### src/rtl/ea_pkg.sv
// Shared types and register-class constants for the effective address unit.
// Assumes a 32-entry integer register file addressed by 5-bit numbers.
package ea_pkg;

    typedef enum logic [2:0] {
        CLS_NONE,
        CLS_TABLE,
        CLS_R12,
        CLS_R15,
        CLS_R16,
        CLS_R20
    } base_cls_e;

    typedef struct packed {
        logic base;
        logic index;
        logic range;
    } ea_err_t;

    localparam int IDX_HI      = 7;
    localparam int EXT_LO      = 9;
    localparam int EXT_HI      = 15;
    localparam int TBL_REG     = 16;
    localparam int R12_LO      = 17;
    localparam int R12_HI      = 23;
    localparam int R15_REG     = 24;
    localparam int R16_LO      = 25;
    localparam int W_R12       = 12;
    localparam int W_R15       = 15;
    localparam int W_R16       = 16;
    localparam int W_R20       = 20;

endpackage

### src/rtl/ea_classify.sv
// Decodes the base and index register numbers into a base region class and
// legality flags. Assumes the format flag picks short (0) or extended (1) form.
module ea_classify
    import ea_pkg::*;
#(
    parameter int REG_AW = 5
) (
    input  logic              fmt_ext,
    input  logic [REG_AW-1:0] base_num,
    input  logic [REG_AW-1:0] index_num,
    output base_cls_e         cls,
    output logic              base_bad,
    output logic              index_bad,
    output logic              index_used
);

    localparam logic [REG_AW-1:0] L_IDX_HI  = REG_AW'(IDX_HI);
    localparam logic [REG_AW-1:0] L_EXT_LO  = REG_AW'(EXT_LO);
    localparam logic [REG_AW-1:0] L_EXT_HI  = REG_AW'(EXT_HI);
    localparam logic [REG_AW-1:0] L_TBL     = REG_AW'(TBL_REG);
    localparam logic [REG_AW-1:0] L_R12_LO  = REG_AW'(R12_LO);
    localparam logic [REG_AW-1:0] L_R12_HI  = REG_AW'(R12_HI);
    localparam logic [REG_AW-1:0] L_R15     = REG_AW'(R15_REG);
    localparam logic [REG_AW-1:0] L_R16_LO  = REG_AW'(R16_LO);

    // Map base register number and format to a region class.
    always_comb begin
        cls = CLS_NONE;
        if (fmt_ext) begin
            if (base_num >= L_EXT_LO && base_num <= L_EXT_HI) cls = CLS_R20;
        end else if (base_num == L_TBL) begin
            cls = CLS_TABLE;
        end else if (base_num >= L_R12_LO && base_num <= L_R12_HI) begin
            cls = CLS_R12;
        end else if (base_num == L_R15) begin
            cls = CLS_R15;
        end else if (base_num >= L_R16_LO) begin
            cls = CLS_R16;
        end
    end

    // Legality of the base and index choices.
    always_comb begin
        base_bad   = (cls == CLS_NONE);
        index_bad  = (index_num > L_IDX_HI);
        index_used = (index_num != '0) && !index_bad;
    end

endmodule

### src/rtl/ea_offset.sv
// Turns the displacement field into a zero-extended byte offset for the
// region class, and checks the pointer-table slot bound.
// Assumes DISP_W is at least the widest region width.
module ea_offset
    import ea_pkg::*;
#(
    parameter int ADDR_W      = 64,
    parameter int DISP_W      = 20,
    parameter int TBL_ENTRIES = 384,
    parameter int PTR_SHIFT   = 3
) (
    input  base_cls_e         cls,
    input  logic [DISP_W-1:0] disp,
    output logic [ADDR_W-1:0] offset,
    output logic              range_bad
);

    localparam int TBL_IW = $clog2(TBL_ENTRIES);
    localparam logic [TBL_IW-1:0] L_TBL_LAST = TBL_IW'(TBL_ENTRIES - 1);

    logic [TBL_IW-1:0] slot;
    logic [DISP_W-1:0] disp_m;

    // Build a mask of the low w bits of the displacement.
    function automatic logic [DISP_W-1:0] low_mask(input int w);
        low_mask = (DISP_W'(1) << w) - DISP_W'(1);
    endfunction

    // Keep only the displacement bits the region can reach.
    always_comb begin
        case (cls)
            CLS_R12: disp_m = disp & low_mask(W_R12);
            CLS_R15: disp_m = disp & low_mask(W_R15);
            CLS_R16: disp_m = disp & low_mask(W_R16);
            CLS_R20: disp_m = disp & low_mask(W_R20);
            default: disp_m = '0;
        endcase
    end

    // Select the table-scaled or plain offset and flag an out-of-range slot.
    always_comb begin
        slot      = disp[TBL_IW-1:0];
        range_bad = (cls == CLS_TABLE) && (slot > L_TBL_LAST);
        if (cls == CLS_TABLE) offset = ADDR_W'(slot) << PTR_SHIFT;
        else                  offset = ADDR_W'(disp_m);
    end

endmodule

### src/rtl/ea_stage.sv
// One-entry pipeline register with valid/ready on both sides.
// Assumes the consumer may stall indefinitely; the entry then holds.
module ea_stage #(
    parameter int W = 8
) (
    input  logic         clk,
    input  logic         rst_n,
    input  logic         in_valid,
    output logic         in_ready,
    input  logic [W-1:0] in_data,
    output logic         out_valid,
    input  logic         out_ready,
    output logic [W-1:0] out_data
);

    logic         full_q;
    logic [W-1:0] data_q;

    // Space exists when empty or when the held entry leaves this cycle.
    always_comb in_ready = !full_q || out_ready;

    // Track occupancy and load new entries on accept.
    always_ff @(posedge clk) begin
        if (!rst_n) begin
            full_q <= 1'b0;
            data_q <= '0;
        end else if (in_ready) begin
            full_q <= in_valid;
            if (in_valid) data_q <= in_data;
        end
    end

    assign out_valid = full_q;
    assign out_data  = data_q;

endmodule

### src/rtl/ea_unit.sv
// Base-index effective address unit: reads base and index values from the
// register file in the request cycle, adds the masked displacement, and
// registers the address with its error flags. Assumes the register file
// answers its read selects combinationally.
module ea_unit
    import ea_pkg::*;
#(
    parameter int ADDR_W      = 64,
    parameter int REG_AW      = 5,
    parameter int DISP_W      = 20,
    parameter int TBL_ENTRIES = 384,
    parameter int PTR_SHIFT   = 3
) (
    input  logic              clk,
    input  logic              rst_n,
    input  logic              req_valid,
    output logic              req_ready,
    input  logic              req_fmt_ext,
    input  logic [REG_AW-1:0] req_base,
    input  logic [REG_AW-1:0] req_index,
    input  logic [DISP_W-1:0] req_disp,
    output logic [REG_AW-1:0] rf_base_sel,
    input  logic [ADDR_W-1:0] rf_base_data,
    output logic [REG_AW-1:0] rf_index_sel,
    input  logic [ADDR_W-1:0] rf_index_data,
    output logic              rsp_valid,
    input  logic              rsp_ready,
    output logic [ADDR_W-1:0] rsp_addr,
    output logic              rsp_err_base,
    output logic              rsp_err_index,
    output logic              rsp_err_range
);

    localparam int PAY_W = ADDR_W + $bits(ea_err_t);

    base_cls_e         cls;
    logic              base_bad, index_bad, index_used, range_bad;
    logic [ADDR_W-1:0] offset, sum;
    ea_err_t           err_d, err_q;
    logic [PAY_W-1:0]  pay_d, pay_q;

    assign rf_base_sel  = req_base;
    assign rf_index_sel = req_index;

    ea_classify #(.REG_AW(REG_AW)) u_cls (
        .fmt_ext    (req_fmt_ext),
        .base_num   (req_base),
        .index_num  (req_index),
        .cls        (cls),
        .base_bad   (base_bad),
        .index_bad  (index_bad),
        .index_used (index_used)
    );

    ea_offset #(
        .ADDR_W      (ADDR_W),
        .DISP_W      (DISP_W),
        .TBL_ENTRIES (TBL_ENTRIES),
        .PTR_SHIFT   (PTR_SHIFT)
    ) u_off (
        .cls       (cls),
        .disp      (req_disp),
        .offset    (offset),
        .range_bad (range_bad)
    );

    // Three-operand address sum, wrapping at the address width.
    always_comb begin
        sum = rf_base_data + (index_used ? rf_index_data : '0) + offset;
        err_d.base  = base_bad;
        err_d.index = index_bad;
        err_d.range = range_bad;
        pay_d = {sum, err_d};
    end

    ea_stage #(.W(PAY_W)) u_stage (
        .clk       (clk),
        .rst_n     (rst_n),
        .in_valid  (req_valid),
        .in_ready  (req_ready),
        .in_data   (pay_d),
        .out_valid (rsp_valid),
        .out_ready (rsp_ready),
        .out_data  (pay_q)
    );

    // Unpack the registered payload onto the response ports.
    always_comb begin
        {rsp_addr, err_q} = pay_q;
        rsp_err_base  = err_q.base;
        rsp_err_index = err_q.index;
        rsp_err_range = err_q.range;
    end

endmodule

### config.mk
export PLATFORM = sky130hd
export DESIGN_NAME = ea_unit
export DESIGN_NICKNAME = d
export VERILOG_FILES = /design/src/rtl/ea_pkg.sv /design/src/rtl/ea_classify.sv /design/src/rtl/ea_offset.sv /design/src/rtl/ea_stage.sv /design/src/rtl/ea_unit.sv
export SDC_FILE = /design/constraint.sdc
export NUM_CORES = 1
export LEC_CHECK = 0
export ABC_AREA = 1
export CAP_MARGIN = 30
export CORE_MARGIN = 3
export CORE_UTILIZATION = 54
export CTS_CLUSTER_DIAMETER = 100
export DETAILED_ROUTE_END_ITERATION = 10
export PLACE_DENSITY_LB_ADDON = 0.08
export SLEW_MARGIN = 25
export SYNTH_ARGS = -nofsm -noshare
export SYNTH_HDL_FRONTEND = slang
export SYNTH_SLANG_ARGS = --single-unit
### constraint.sdc
create_clock -name clk -period 5.51 [get_ports clk]
set_clock_uncertainty 0.1 [all_clocks]
set_input_delay 0.8265 -clock clk [delete_from_list [all_inputs] [get_ports clk]]
set_output_delay 0.8265 -clock clk [all_outputs]
set_load 0.02 [all_outputs]
==> reports/results.md, run 1 <==
Yosys
* **xor-xnor portion of the synthesized cell area** 0.0236
* **flop and latch count out of synthesis** 68
* **largest family of logic cells by synthesized area** simple AND/OR/NAND/NOR gates
* **synthesized instance count** 1910
* **Synthesis Warnings** 0
* **synthesized net count** 2199
* **synthesized-area fraction occupied by ao, oa, aoi and oai cells** 0.0569
* **number of distinct library cells after synthesis** 40
* **Post-Syn Area per Cell** 5.45 sq um
* **area of the mapped netlist** 10400 sq um
* **part of the Yosys area used for sequential elements** 0.131
* **mux contribution to synthesized area** 0
* **simple-gate share of the synthesized area** 0.432
* **synthesized-area fraction occupied by adder cells** 0.167

Drt
* **first drt pass iteration count** 5
* **remaining design rule violation count** 0
* **Detail Route Antenna Nets** 0
* **wire length the detailed router placed on met1** 16400 um
* **number of DRC markers in iteration 0** 991
* **total wirelength of the detailed-routed design** 38100 um
* **met3 routed wirelength** 3860 um
* **highest routed layer** met4
* **via count of the routed design** 12271
* **drt via density** 5.12
* **drt wl/cell** 15.9 um
* **total length of routed met2 wires** 16800 um

Flow run
* **max-cap violation count** 0

Timing
* **Setup TNS Final** 0 ns
* **maximum operating frequency** 204 MHz
* **worst-margin pin slew** 0.675 ns
* **setup repair after global routing missed its margin** no
* **hold violation count in the final report** 0
* **relative slew slack** 0.549
* **final cycle utilization of the critical path** 0.889
* **Worst Hold Margin** 0.383 ns
* **fin. max-slew vios** 0
* **final number of setup-violating endpoints** 0
* **final critical delay including setup and external delays** 4.90 ns
* **smallest setup slack after layout** 0.612 ns

Global route
* **all-layer global routing usage** 0.360
* **Remaining Overflow, GRT** 0
* **pin count of the biggest net entering global routing** 69
* **initial antenna violation count** 0
* **vias in the first global route** 11457
* **wire length of the first global-routing pass** 58700 um

Power
* **Clk pwr share** 0.298
* **PwrDens** 181 nW/um^2
* **Net Sw Power** 0.000972 W
* **sequential group share of total power** 0.238
* **Logic pwr share** 0.464
* **internal power** 0.00146 W
* **fraction of power spent switching nets** 0.400
* **Pleak** 8.07 nW
* **highest ir drop seen on vdd** 0.134 mV

Floorplan
* **Core Footprint** 18800 sq um
* **Initial Utilization** 0.553
* **width of the die** 145 um
* **y dimension of the die** 145 um
* **Die ar.** 21000 sq um
* **Row Count** 50
* **number of ports placed on the die boundary** 242

Clock network
* **CTS Sinks** 68
* **H-Tree Level Count** 3
* **clock slew at the register clock pins of the worst setup and hold paths** 0.06 ns
* **hold buffers post-CTS** 0
* **clock tree from TritonCTS** yes
* **Clock Tree Root** clkbuf_16
* **Post-CTS Repair Setup Buffers** 0
* **Inserted Clock Buffers** 9
* **insertion delay to the later sink of the worst-skew pair** 0.34 ns
* **number of buffers on the longest clock path** 2
* **PostCTS Resize Cnt** 0

Finish
* **fraction of layout instances using a drive strength above 1** 0.0552
* **number of diodes** 0
* **FILL cells** 1642
* **area growth from synthesis to layout** 28.6%
* **Sequential Area** 1360 sq um
* **number of nets in the finished design** 2421
* **total area of multi-input combinational cells** 7070 sq um

Placement
* **pre-CTS setup slack** 0.358 ns
* **last weighted congestion value of the routability-driven placer** 1.02
* **sum of net half-perimeters after detailed placement** 32400 um
* **Port Buf Inserts** 241

Critical path
* **kind of end point of the critical path** flop
* **nature of the critical path startpoint** primary input
* **crit path DAT** 5.05 ns
* **top fanout value on the critical path** 11
* **category of the most critical setup path** primary input to flop
* **worst-case reg-to-reg path depth** 8
* **slowest stage cell on the critical path** fa_1
* **required time at the endpoint of the critical path** 5.66 ns
* **most common cell type on the critical path** nand2_1
* **worst stage delay on the critical path** 0.49 ns

Hold path
* **hold path cells** 2
* **kind of path behind the tightest hold check** flop to flop

Run status
* **status** complete, no violations

[logic make-up after synthesis]
logic type / Yosys count
simple gates: 1066
compound gates: 109
fa+ha+maj: 126
buf+inv: 513
flops: 68
xor+xnor: 28
[path summary, 6_finish.rpt]
path	startpoint	endpoint	slack, ns
setup / recovery	req_base[0]	u_stage.out_data[52]$_SDFFE_PN0P_	0.61
hold / removal	u_stage.out_data[5]$_SDFFE_PN0P_	u_stage.out_data[5]$_SDFFE_PN0P_	0.38
setup reg to reg	u_stage.out_valid$_SDFFE_PN0N_	u_stage.out_data[44]$_SDFFE_PN0P_	3.34
hold reg to reg	u_stage.out_data[5]$_SDFFE_PN0P_	u_stage.out_data[5]$_SDFFE_PN0P_	0.38
[power groups by stage]
stage	combinational (W)	clock, W	sequential (W)
after floorplan	0.000599	0	0.000640
after global placement	0.00107	0	0.000586
after detailed placement	0.00110	0	0.000588
after CTS	0.00111	0.000717	0.000577
after global routing	0.00123	0.000737	0.000582
final	0.00113	0.000723	0.000579
[state kept, by name (all words and copies together) (netlist names)]
name / count
u_stage.out_valid: 1
u_stage.out_data: 67
[layout by cell type (no fill, tap or decap), types with 3 or more instances in the layout]
master             n
nor2_4             3
nor3_2             6
buf_4              5
nand4_1           11
a21oi_1           50
inv_2              7
ha_1             105
xnor2_1            4
inv_1            468
nand2_1          605
o211ai_1           5
clkbuf_16          9
nand2_2           41
nand3_1           90
nor3_1             6
fa_1              21
xor2_1            24
o21ai_0           39
clkdlybuf4s50_1  241
nor2_2            27
bufinv_16          3
nand3_2            7
nor4_1             5
o21ai_1            3
dfxtp_1           68
nor2_1           255
a22oi_1            3
[Yosys cell counts]
cell,n,area share
nand2_1,605,0.22
inv_1,469,0.17
nor2_1,255,0.092
ha_1,105,0.13
nand3_1,90,0.043
dfxtp_1,68,0.13
a21oi_1,50,0.024
nand2_2,41,0.025
o21ai_0,39,0.019
nor2_2,27,0.016
xor2_1,24,0.020
fa_1,21,0.040
clkbuf_1,15,0.0054
nand4_1,11,0.0066
buf_2,10,0.0048
buf_4,10,0.0072
nand3_2,7,0.0067
inv_2,6,0.0022
nor3_1,6,0.0029
nor3_2,6,0.0058
nor4_1,5,0.0030
o211ai_1,5,0.0036
xnor2_1,4,0.0034
a22oi_1,3,0.0022
nor2_4,3,0.0032
o21ai_1,3,0.0014
a22o_1,2,0.0017
and2_1,2,0.0012
and3_1,2,0.0012
buf_1,2,0.00072
nand3b_2,2,0.0022
nor4_2,2,0.0024
o21a_1,2,0.0014
o21bai_1,2,0.0014
a211oi_1,1,0.00072
a21boi_0,1,0.00072
clkinv_1,1,0.00036
nand3b_4,1,0.0019
o2111ai_1,1,0.00084
or2_0,1,0.00060
[stage by stage]
| step | instances | total power [W] | instance area (sq um) | utilization |
|---|---|---|---|---|
| final | 2397 | 0.00243 | 13400 | 0.711 |
| after global routing | 2397 | 0.00255 | 13400 | 0.711 |
| after CTS | 2397 | 0.00240 | 13400 | 0.711 |
| after detailed placement | 2381 | 0.00169 | 13000 | 0.692 |
| after global placement | 2381 | 0.00166 | 13000 | 0.692 |
| after floorplan | 1910 | 0.00124 | 10400 | - |
[routing by layer]
metal  track usage  up-vias
li1              -     6097
met1         0.488     5528
met2         0.575      572
met3        0.0835       74
met4         0.105        0
met5             0        -
[worst max-delay path, delay by kind of cell]
kind | cells | cell delay [ns]
AO/OA/AOI/OAI | 1 | 0.37
buffers and inverters | 6 | 0.86
adder cells (fa/ha/maj) | 3 | 1.20
AND/OR/NAND/NOR | 16 | 1.77
[layout make-up]
| type | instances | share of cell area |
|---|---|---|
| Clock inverter | 4 | 0.00711 |
| Tap cell | 260 | 0.0243 |
| Sequential cell | 68 | 0.102 |
| Multi-Input combinational cell | 1329 | 0.528 |
| Clock buffer | 12 | 0.0192 |
| Timing Repair Buffer | 248 | 0.186 |
| Inverter | 476 | 0.134 |
(Power assumes the default switching activity.)
==> run 2: changes to the inputs <==
- CORE_MARGIN: 3 -> 2
==> reports/results.md, run 2 (synthesized netlist as in run 1, its figures left out) <==
Clock network
* **Clock Tree Root** clkbuf_16
* **PostCTS Resize Cnt** 0, unchanged
* **clock tree from TritonCTS** yes
* **hold buffers post-CTS** 0, unchanged
* **number of buffers on the longest clock path** 2, unchanged
* **Post-CTS Repair Setup Buffers** 0, unchanged
* **Inserted Clock Buffers** 9, unchanged
* **insertion delay to the later sink of the worst-skew pair** 0.35 ns, about the same
* **H-Tree Level Count** 3, unchanged
* **CTS Sinks** 68, unchanged
* **clock slew at the register clock pins of the worst setup and hold paths** 0.06 ns, about the same

Drt
* **number of DRC markers in iteration 0** 1152, +16%
* **total wirelength of the detailed-routed design** 38000 um, -0.22%
* **total length of routed met2 wires** 16900 um, +0.10%
* **drt via density** 5.14, +0.33%
* **Detail Route Antenna Nets** 0, unchanged
* **wire length the detailed router placed on met1** 16100 um, -2.0%
* **met3 routed wirelength** 3940 um, +2.3%
* **first drt pass iteration count** 6, +1
* **highest routed layer** met4
* **drt wl/cell** 15.8 um, -0.43%
* **via count of the routed design** 12337, +0.54%
* **remaining design rule violation count** 0, unchanged

Finish
* **FILL cells** 1643, +0.061%
* **fraction of layout instances using a drive strength above 1** 0.0574, +0.00223
* **most common cell after layout, fill and taps aside** nand2_1
* **final cell count without fillers** 2402, +0.21%
* **area growth from synthesis to layout** 28.6%, about the same
* **flip-flop count of the largest register, all copies and words added** 67, unchanged
* **number of nets in the finished design** 2425, +0.17%
* **most frequent cells in the layout** nand2_1 (605), inv_1 (468), nor2_1 (255)

Placement
* **last weighted congestion value of the routability-driven placer** 0.987, -3.4%
* **sum of net half-perimeters after detailed placement** 32200 um, -0.72%
* **Port Buf Inserts** 241, unchanged
* **pre-CTS setup slack** 0.337 ns, -0.0206 ns
* **Inst Count DP** 2384, +0.13%

Power
* **PwrDens** 176 nW/um^2, -3.1%
* **highest ir drop seen on vdd** 0.122 mV, -8.4%
* **total power** 0.00235 W, -3.2%
* **Pleak** 8.06 nW, about the same

Critical path
* **most common cell type on the critical path** nand2_1
* **slowest stage cell on the critical path** fa_1
* **worst setup slack for register-to-register paths** 2.72 ns, -0.62 ns
* **crit path DAT** 5.05 ns, about the same
* **family of cells with the greatest summed delay on the critical path** simple AND/OR/NAND/NOR gates
* **required time at the endpoint of the critical path** 5.66 ns, about the same
* **nature of the critical path startpoint** primary input
* **kind of end point of the critical path** flop
* **number of buffers and inverters on the critical path** 7, +1
* **top fanout value on the critical path** 11, unchanged
* **worst stage delay on the critical path** 0.48 ns, about the same
* **category of the most critical setup path** primary input to flop

Floorplan
* **Core Footprint** 18800 sq um, unchanged
* **width of the die** 143 um, -1.4%
* **Die ar.** 20400 sq um, -2.7%
* **number of ports placed on the die boundary** 242, unchanged
* **y dimension of the die** 143 um, -1.4%
* **Row Count** 50, unchanged
* **Initial Utilization** 0.553, unchanged

Timing
* **fin. max-slew vios** 0, unchanged
* **final critical delay including setup and external delays** 4.90 ns, +0.00611 ns
* **smallest setup slack after layout** 0.606 ns, -0.00611 ns
* **setup repair after global routing missed its margin** no
* **Setup TNS Final** 0 ns, unchanged
* **final cycle utilization of the critical path** 0.890, +0.00111
* **hold violation count in the final report** 0, unchanged
* **maximum operating frequency** 204 MHz, -0.12%
* **final number of setup-violating endpoints** 0, unchanged
* **relative slew slack** 0.312, -0.237
* **worst-margin pin slew** 1.03 ns, +0.354 ns

Global route
* **pin count of the biggest net entering global routing** 49, -29%
* **vias in the first global route** 11573, +1.0%
* **Remaining Overflow, GRT** 0, unchanged
* **initial antenna violation count** 1, +1
* **wire length of the first global-routing pass** 58700 um, about the same
* **all-layer global routing usage** 0.373, +0.0125

Hold path
* **kind of path behind the tightest hold check** flop to flop

Flow run
* **max-cap violation count** 0, unchanged

Run status
* **status** complete, no violations

run 2: metal layers:
metal,GRT usage,vias up
li1,-,6094
met1,0.496,5517
met2,0.606,636
met3,0.0701,90
met4,0.129,0
met5,0,-
run 2: cell type report:
type	count	area, sq um	share of cell area
sequential	68	1360	0.102
clock inverter	7	80.1	0.00599
clock buffer	9	225	0.0168
inverter	476	1790	0.134
tap	260	325	0.0243
timing repair buffer	252	2530	0.189
multi-input combinational	1329	7070	0.528
antenna	1	2.50	0.000187
run 2: worst min-delay path, delay by kind of cell (launching register included):
kind | cells | cell delay (ns)
DFF | 1 | 0.32
and+or+nand+nor | 2 | 0.12
run 2: worst paths after layout:
| path | from | end | cells past startpoint |
|---|---|---|---|
| max | req_base[0] | u_stage.out_data[48]$_SDFFE_PN0P_ | 27 |
| min | u_stage.out_data[4]$_SDFFE_PN0P_ | u_stage.out_data[4]$_SDFFE_PN0P_ | 2 |
| min reg2reg | u_stage.out_data[4]$_SDFFE_PN0P_ | u_stage.out_data[4]$_SDFFE_PN0P_ | 2 |
| max reg2reg | u_stage.out_valid$_SDFFE_PN0N_ | u_stage.out_data[6]$_SDFFE_PN0P_ | 7 |
run 2: where the power goes:
part	switching [W]	internal, W
Combinational	0.000683	0.000449
Clock	0.000282	0.000358
Sequential	0.0000367	0.000543
run 2: per-stage QoR:
stage	instance area [sq um]	hold WS [ns]	utilization
detailed placement	13000	0.377	0.693
finish	13400	0.384	0.710
global placement	13000	0.362	0.693
global route	13400	0.422	0.710
CTS	13300	0.389	0.709
floorplan	10400	0.460	-
==> run 3: changes to the inputs <==
- CORE_UTILIZATION: 54 -> 53
- clock period: 5.51 -> 5.2 ns (I/O delays scaled with it)
==> reports/results.md, run 3 (synthesized netlist as in run 1, its figures left out) <==
Floorplan
* **width of the die** 144 um, +0.91%
* **y dimension of the die** 144 um, +0.91%
* **number of ports placed on the die boundary** 242, unchanged
* **Initial Utilization** 0.538, -0.0144
* **Die ar.** 20800 sq um, +1.8%
* **Row Count** 51, +2.0%
* **Core Footprint** 19300 sq um, +2.7%

Clock network
* **Post-CTS Repair Setup Buffers** 0, unchanged
* **CTS Sinks** 68, unchanged
* **clock tree from TritonCTS** yes
* **Inserted Clock Buffers** 9, unchanged
* **insertion delay to the later sink of the worst-skew pair** 0.35 ns, about the same
* **number of buffers on the longest clock path** 2, unchanged
* **Clock Tree Root** clkbuf_16
* **clock slew at the register clock pins of the worst setup and hold paths** 0.07 ns, about the same
* **PostCTS Resize Cnt** 0, unchanged
* **hold buffers post-CTS** 0, unchanged
* **H-Tree Level Count** 3, unchanged

Drt
* **via count of the routed design** 12323, -0.11%
* **Detail Route Antenna Nets** 0, unchanged
* **drt wl/cell** 15.7 um, -0.94%
* **drt via density** 5.12, -0.32%
* **first drt pass iteration count** 6, unchanged
* **number of DRC markers in iteration 0** 1066, -7.5%
* **total wirelength of the detailed-routed design** 37700 um, -0.74%
* **remaining design rule violation count** 0, unchanged

Timing
* **Worst Hold Margin** 0.406 ns, +0.0222 ns
* **fin. max-slew vios** 0, unchanged
* **final critical delay including setup and external delays** 4.75 ns
* **final cycle utilization of the critical path** 0.913
* **Setup TNS Final** 0 ns, unchanged
* **hold violation count in the final report** 0, unchanged
* **worst-margin pin slew** 0.872 ns, -0.157 ns
* **relative slew slack** 0.418, +0.105
* **final number of setup-violating endpoints** 0, unchanged
* **maximum operating frequency** 211 MHz
* **setup repair after global routing missed its margin** no

Placement
* **sum of net half-perimeters after detailed placement** 32100 um, -0.26%
* **last weighted congestion value of the routability-driven placer** 0.986, about the same
* **Port Buf Inserts** 241, unchanged

Power
* **highest ir drop seen on vdd** 0.124 mV, +1.7%
* **total power** 0.00241 W, +2.3%
* **Pleak** 8.06 nW, about the same
* **PwrDens** 180 nW/um^2, +2.5%

Finish
* **Sequential Area** 1360 sq um, unchanged
* **number of nets in the finished design** 2426, +0.041%
* **most common cell after layout, fill and taps aside** nand2_1
* **flip-flop count of the largest register, all copies and words added** 67, unchanged
* **FILL cells** 1801, +9.6%
* **area growth from synthesis to layout** 28.3%
* **number of diodes** 0, -1
* **final cell utilization of the core** 0.690, -0.0201
* **most frequent cells in the layout** nand2_1 (605), inv_1 (469), nor2_1 (255)
* **total area of multi-input combinational cells** 7070 sq um, unchanged
* **fraction of layout instances using a drive strength above 1** 0.0570, -0.000494

Global route
* **Remaining Overflow, GRT** 0, unchanged
* **vias in the first global route** 11332, -2.1%
* **initial antenna violation count** 0, -1
* **pin count of the biggest net entering global routing** 41, -16%
* **wire length of the first global-routing pass** 58700 um, about the same
* **all-layer global routing usage** 0.366, -0.00712

Critical path
* **most common cell type on the critical path** nand2_1
* **nature of the critical path startpoint** primary input
* **required time at the endpoint of the critical path** 5.36 ns, -0.30 ns
* **crit path DAT** 4.91 ns, -0.14 ns
* **worst stage delay on the critical path** 0.48 ns, about the same
* **category of the most critical setup path** primary input to flop
* **kind of end point of the critical path** flop
* **top fanout value on the critical path** 11, unchanged
* **slowest stage cell on the critical path** fa_1
* **worst setup slack for register-to-register paths** 2.84 ns, +0.12 ns

Run status
* **status** complete, no violations

Hold path
* **kind of path behind the tightest hold check** flop to flop

Flow run
* **max-cap violation count** 0, unchanged

-- run 3: cell count changes in the layout (fill, tap and decap cells not counted), moves of 2 or more --
cell        change
clkinv_2        +3
clkinv_4        +3
clkinvlp_4      -2
inv_6           -4
-- run 3: report_power, final --
group          switching, W  internal (W)
Combinational      0.000716      0.000477
Sequential        0.0000440      0.000576
Clock              0.000270      0.000323
Total               0.00103       0.00138
-- run 3: final cells by class --
type / count / share of cell area
multi-input combinational: 1329 / 0.530
timing repair buffer: 253 / 0.189
inverter: 476 / 0.134
sequential: 68 / 0.102
tap: 265 / 0.0248
clock buffer: 10 / 0.0172
clock inverter: 6 / 0.00309
-- run 3: worst paths after layout --
| check | start | to | cells past startpoint |
|---|---|---|---|
| max | req_base[0] | u_stage.out_data[48]$_SDFFE_PN0P_ | 26 |
| min | u_stage.out_data[4]$_SDFFE_PN0P_ | u_stage.out_data[4]$_SDFFE_PN0P_ | 2 |
| min reg2reg | u_stage.out_data[4]$_SDFFE_PN0P_ | u_stage.out_data[4]$_SDFFE_PN0P_ | 2 |
| max reg2reg | u_stage.out_valid$_SDFFE_PN0N_ | u_stage.out_data[14]$_SDFFE_PN0P_ | 9 |
-- run 3: critical path: cells and delay by family --
family | cells | cell delay (ns)
AO/OA/AOI/OAI | 1 | 0.42
buffers and inverters | 6 | 0.89
AND/OR/NAND/NOR | 16 | 1.61
adder cells (fa/ha/maj) | 3 | 1.18
-- run 3: stage by stage --
step | area, sq um | cells | setup WS [ns]
after floorplan | 10400 | 1910 | 1.27
after global placement | 13100 | 2391 | 0.390
after detailed placement | 13100 | 2391 | 0.172
after CTS | 13300 | 2407 | 0.529
after global routing | 13300 | 2407 | 0.0900
final | 13300 | 2407 | 0.453
-- run 3: routing by layer --
layer	track usage	share of wire
met1	0.506	0.43
met2	0.583	0.44
met3	0.0613	0.11
met4	0.110	0.024
met5	0	0
